**src/rtl/muxrom_pkg.sv**
```systemverilog
// Package: shared types and size helpers for the multiplexed-bus ROM decoder.
// Assumes site sizes are given in kilobytes as 2, 4 or 8.
package muxrom_pkg;
    typedef logic [7:0]  byte_t;
    typedef logic [15:0] addr_t;

    // Address width used by a ROM site of the given size in KB.
    function automatic int kb_to_aw(input int kb);
        if (kb >= 8)      return 13;
        else if (kb >= 4) return 12;
        else              return 11;
    endfunction
endpackage

```
**src/rtl/lo_addr_capture.sv**
```systemverilog
// Module: lo_addr_capture
// Captures the low address byte from the shared bus on each clock edge where
// the address strobe is high, and holds it otherwise.
// Assumes the strobe is already synchronous to clk.
module lo_addr_capture
    import muxrom_pkg::*;
(
    input  logic  clk,
    input  logic  rst_n,
    input  logic  as_i,
    input  byte_t bus_i,
    output byte_t lo_o
);
    byte_t lo_q;

    // Follow the bus while the strobe is high; hold once it has fallen.
    always_ff @(posedge clk) begin
        if (!rst_n)    lo_q <= '0;
        else if (as_i) lo_q <= bus_i;
    end

    assign lo_o = lo_q;


    lo_capture_chk: assert property (@(posedge clk) disable iff (!rst_n)
        as_i |=> (lo_o == $past(bus_i)));

    lo_hold_chk: assert property (@(posedge clk) disable iff (!rst_n)
        !as_i |=> $stable(lo_o));
endmodule

```
**src/rtl/rom_site_decode.sv**
```systemverilog
// Module: rom_site_decode
// Turns address bits 15:14 into two active-low ROM selects, gated by the
// enable clock so that neither ROM is selected during the address phase.
// Assumes the address bits are stable while enable is high.
module rom_site_decode (
    input  logic       clk,
    input  logic       rst_n,
    input  logic       e_i,
    input  logic [1:0] top_bits_i,
    output logic       cs_a_n_o,
    output logic       cs_b_n_o
);
    logic in_rom_space;

    // Decode the window and pick a site while enable is high.
    always_comb begin
        in_rom_space = e_i & top_bits_i[1];
        cs_a_n_o     = ~(in_rom_space &  top_bits_i[0]);
        cs_b_n_o     = ~(in_rom_space & ~top_bits_i[0]);
    end


    cs_exclusive_chk: assert property (@(posedge clk) disable iff (!rst_n)
        $onehot0({~cs_a_n_o, ~cs_b_n_o}));

    cs_idle_chk: assert property (@(posedge clk) disable iff (!rst_n)
        (!e_i || !top_bits_i[1]) |-> (cs_a_n_o && cs_b_n_o));
endmodule

```
**src/rtl/bus_return_steer.sv**
```systemverilog
// Module: bus_return_steer
// Chooses the byte of the selected site and enables the bus driver only for
// a read while a select is active.
// Assumes at most one select is active.
module bus_return_steer
    import muxrom_pkg::*;
(
    input  logic  clk,
    input  logic  rst_n,
    input  logic  rw_i,
    input  logic  cs_a_n_i,
    input  logic  cs_b_n_i,
    input  byte_t data_a_i,
    input  byte_t data_b_i,
    output byte_t bus_o,
    output logic  oe_o
);
    // Drive the selected ROM byte; park the output at zero when idle.
    always_comb begin
        oe_o  = rw_i & (~cs_a_n_i | ~cs_b_n_i);
        bus_o = '0;
        if (!cs_a_n_i)      bus_o = data_a_i;
        else if (!cs_b_n_i) bus_o = data_b_i;
    end


    no_write_drive_chk: assert property (@(posedge clk) disable iff (!rst_n)
        !rw_i |-> !oe_o);

    oe_needs_cs_chk: assert property (@(posedge clk) disable iff (!rst_n)
        oe_o |-> (!cs_a_n_i || !cs_b_n_i));
endmodule

```
**src/rtl/muxbus_rom_decoder.sv**
```systemverilog
// Module: muxbus_rom_decoder (top)
// Demultiplexes the low address from a shared address/data bus, decodes two
// program ROM sites, and returns ROM data onto the bus on reads.
// Assumes bus control inputs are synchronous to clk.
module muxbus_rom_decoder
    import muxrom_pkg::*;
#(
    parameter  int ROM_A_KB = 8,
    parameter  int ROM_B_KB = 8,
    localparam int A_AW     = kb_to_aw(ROM_A_KB),
    localparam int B_AW     = kb_to_aw(ROM_B_KB)
) (
    input  logic            clk,
    input  logic            rst_n,
    input  logic            as_i,
    input  logic            e_i,
    input  logic            rw_i,
    input  logic [7:0]      hi_addr_i,
    input  logic [7:0]      bus_i,
    output logic [7:0]      bus_o,
    output logic            bus_oe_o,
    output logic [15:0]     addr_o,
    output logic            rom_a_cs_n_o,
    output logic            rom_b_cs_n_o,
    output logic [A_AW-1:0] rom_a_addr_o,
    output logic [B_AW-1:0] rom_b_addr_o,
    input  logic [7:0]      rom_a_data_i,
    input  logic [7:0]      rom_b_data_i
);
    byte_t lo_byte;
    addr_t full_addr;

    lo_addr_capture u_capture (
        .clk   (clk),
        .rst_n (rst_n),
        .as_i  (as_i),
        .bus_i (bus_i),
        .lo_o  (lo_byte)
    );

    // Join the dedicated upper lines with the captured low byte.
    assign full_addr = {hi_addr_i, lo_byte};
    assign addr_o    = full_addr;

    rom_site_decode u_decode (
        .clk        (clk),
        .rst_n      (rst_n),
        .e_i        (e_i),
        .top_bits_i (full_addr[15:14]),
        .cs_a_n_o   (rom_a_cs_n_o),
        .cs_b_n_o   (rom_b_cs_n_o)
    );

    // Each site only sees its own low address bits, so small sites repeat.
    assign rom_a_addr_o = full_addr[A_AW-1:0];
    assign rom_b_addr_o = full_addr[B_AW-1:0];

    bus_return_steer u_steer (
        .clk      (clk),
        .rst_n    (rst_n),
        .rw_i     (rw_i),
        .cs_a_n_i (rom_a_cs_n_o),
        .cs_b_n_i (rom_b_cs_n_o),
        .data_a_i (rom_a_data_i),
        .data_b_i (rom_b_data_i),
        .bus_o    (bus_o),
        .oe_o     (bus_oe_o)
    );


    read_data_chk: assert property (@(posedge clk) disable iff (!rst_n)
        (bus_oe_o && !rom_a_cs_n_o) |-> (bus_o == rom_a_data_i));
endmodule

```
**config.mk**
```make
export PLATFORM = sky130hd
export DESIGN_NAME = muxbus_rom_decoder
export DESIGN_NICKNAME = d
export VERILOG_FILES = /design/src/rtl/muxrom_pkg.sv /design/src/rtl/lo_addr_capture.sv /design/src/rtl/rom_site_decode.sv /design/src/rtl/bus_return_steer.sv /design/src/rtl/muxbus_rom_decoder.sv
export SDC_FILE = /design/constraint.sdc
export NUM_CORES = 1
export LEC_CHECK = 0
export BUFFER_PORTS_ARGS = -buffer_cell sky130_fd_sc_hd__buf_2
export CORE_MARGIN = 4
export CORE_UTILIZATION = 28
export CTS_BUF_LIST = sky130_fd_sc_hd__clkbuf_8 sky130_fd_sc_hd__clkbuf_16
export DETAILED_ROUTE_END_ITERATION = 10
export GPL_ROUTABILITY_DRIVEN = 0
export PLACE_DENSITY = 0.75
export SLEW_MARGIN = 5
export SYNTH_ARGS = -nofsm -noshare
export SYNTH_HDL_FRONTEND = slang
export SYNTH_SLANG_ARGS = --single-unit
```
**constraint.sdc**
```tcl
create_clock -name clk -period 0.8 [get_ports clk]
set_clock_uncertainty 0.05 [all_clocks]
set_input_delay 0.04 -clock clk [delete_from_list [all_inputs] [get_ports clk]]
set_output_delay 0.04 -clock clk [all_outputs]
set_load 0.005 [all_outputs]
```
==> metrics.txt <==
drc violations 0; DR vias roughly 630; Worst EP arrival ~0.68 ns; clk slew on worst S/H paths 0.04 ns; # nets final about 150; Mapped Area 702 um2; Global Route Usage Sum 0.0908; I/O Buffers 67; Net Switching approximately 0.28 mW; LEAKAGE around 0.52 nW; slowest stage cell, crit path dfxtp_2; H-tree Lvls 1; worst rel slew slack 0.847; Least-Margin Pin Slew between 0.2 and 0.25 ns; die area 0.00337 mm2; Min-Delay Path Class input pin to register; Comb power frac 0.245; Power, Total 1.20 mW; most common cell after layout, fill and taps aside buf_2; Worst Hold End u_capture.lo_o[4]; # IOs 90; layout cell share with drive strength beyond 1 0.693; clk_lat worst skew 0.22 ns; Switching Share 0.232; number of DRC markers in iteration 0 33; Setup CP Type register to output port; Yosys top cell area share 0.364; Worst R2R End u_capture.lo_o[6]; max reg flops 8; Num CTS Buffers 3; CP Buf/Inv Count 1; Yosys warnings 0; final setup violation count 0; endpoint class of the critical path output port; drt via density 4.46; outcome finished clean; Max Clock Freq ~1.3 GHz; vias in the first global route approximately 620; Clk pwr share 0.380; Final ANT Viol Nets 0; Die W between 50 and 60 um; first-pass GRT wire length 2370 um; setup TNS 0 ns; total gr overflow 0; Tmin final between 0.7 and 0.8 ns; CTS tree done; Final period util 0.961; Post-CTS Repair Setup Buffers 0; hold path depth 3; initial cell density of the core 0.306; Flop pwr share 0.375; CP top delay family flip-flops; most frequent cells in the layout buf_2, mux2i_1, nor2_1, nor2b_1, dfxtp_2; post-synthesis sequential area ratio 0.228; Slew Limit Fails 0; R2R Setup Slk ~0.1 ns; Cell Int Power roughly 0.9 mW; wire per inst ~12 um; Synth Instances 80; Initial DRT Pass Iterations 2; Hold Violations, Final 0; Max Cap Viol 0; Critical Path Source u_capture.lo_o[4]; reg2reg start u_capture.lo_o[6]; CP startpoint kind register; Longest Clk Path Bufs 2; Core Area between 0.002 and 0.0025 mm2; Largest stage delay, worst path about 0.34 ns; DPL Wire Length between 1000 and 1500 um; CTS Sinks 8; RSZ-0062 raised after global routing false; Max Fanout on Critical Path 4; Syn Nets approximately 120; largest cells by area after synthesis buf_4, dfxtp_1, mux2i_1; R2R cell count 2; dominant cell type by area after synthesis buf_4; initial antenna violation count 0; Worst EP required 0.71 ns; Netlist cell types 10; peak supply drop between 0.8 and 0.9 mV; Rows 17; DRT Wirelength roughly 1600 um; syn_area_per_cell about 9 um2; Die H just under 60 um; FILL cells 220; register bit total from synthesis 8; ANT cells 0; worst-path cell chain buf_2; power density cells about 1400 mW/mm2; largest net degree at the start of global routing 12; Root Driver clkbuf_8; Layout area overhead 20.9%; hold wc startpoint bus_i[4]
-- synth_stat cells --
master / count
buf_4: 34
or2_1: 1
nor2_1: 8
buf_6: 2
and3_1: 1
mux2i_1: 16
nand2_2: 1
nor2b_1: 8
dfxtp_1: 8
nand3_1: 1
-- metal layers --
metal  global-route usage  wire [um]  vias to the layer above
li1                     -          -                      293
met1               0.0726        453                      258
met2                0.179        758                       73
met3               0.0267        377                       10
met4               0.0695         47                        0
met5                    0          0                        -
-- repair_timing --
item	CTS	global route
resized for setup	6	4
setup endpoints to repair	18	14
hold buffers	0	0
pin swaps	0	0
-- power groups by stage --
stage	clock (mW)	sequential (mW)	combinational (mW)
finish	0.458	0.452	0.295
global route	0.495	0.455	0.325
CTS	0.477	0.451	0.299
detailed placement	0	0.453	0.297
global placement	0	0.450	0.292
floorplan	0	0.454	0.255
-- kinds of logic after synthesis --
group                  count (synthesis)  synth area share
buffers and inverters                 36             0.396
and+or+nand+nor                       20             0.148
muxes                                 16             0.228
DFF                                    8             0.228
-- final cells by class --
| type | count | area [um2] | area share |
|---|---|---|---|
| repair buffers | 67 | 338 | 0.398 |
| multi-input cells | 36 | 264 | 0.311 |
| flip-flops and latches | 8 | 170 | 0.201 |
| clock buffers | 3 | 41.3 | 0.0487 |
| well taps | 28 | 35.0 | 0.0413 |
-- metrics by stage --
step | util | worst slack (ns) | cells | hold slack, ns | cell area (um2)
floorplan | - | 0.154 | 80 | 0.0886 | 702
global placement | 0.346 | 0.0465 | 139 | 0.0301 | 795
detailed placement | 0.346 | 0.00905 | 139 | 0.0301 | 795
CTS | 0.367 | 0.000924 | 142 | 0.0251 | 843
global route | 0.369 | 0.00235 | 142 | 0.0284 | 848
finish | 0.369 | 0.0313 | 142 | 0.0244 | 848
-- worst max-delay path by stage --
stage,cells past startpoint,end
4_1_cts,1,addr_o[7]
3_5_place_dp,4,bus_o[3]
3_3_place_gp,4,bus_o[0]
5_1_grt,1,addr_o[3]
6_report,1,addr_o[4]
2_1_floorplan,2,u_capture.lo_o[0]
Power figures use the tool's default switching activity.
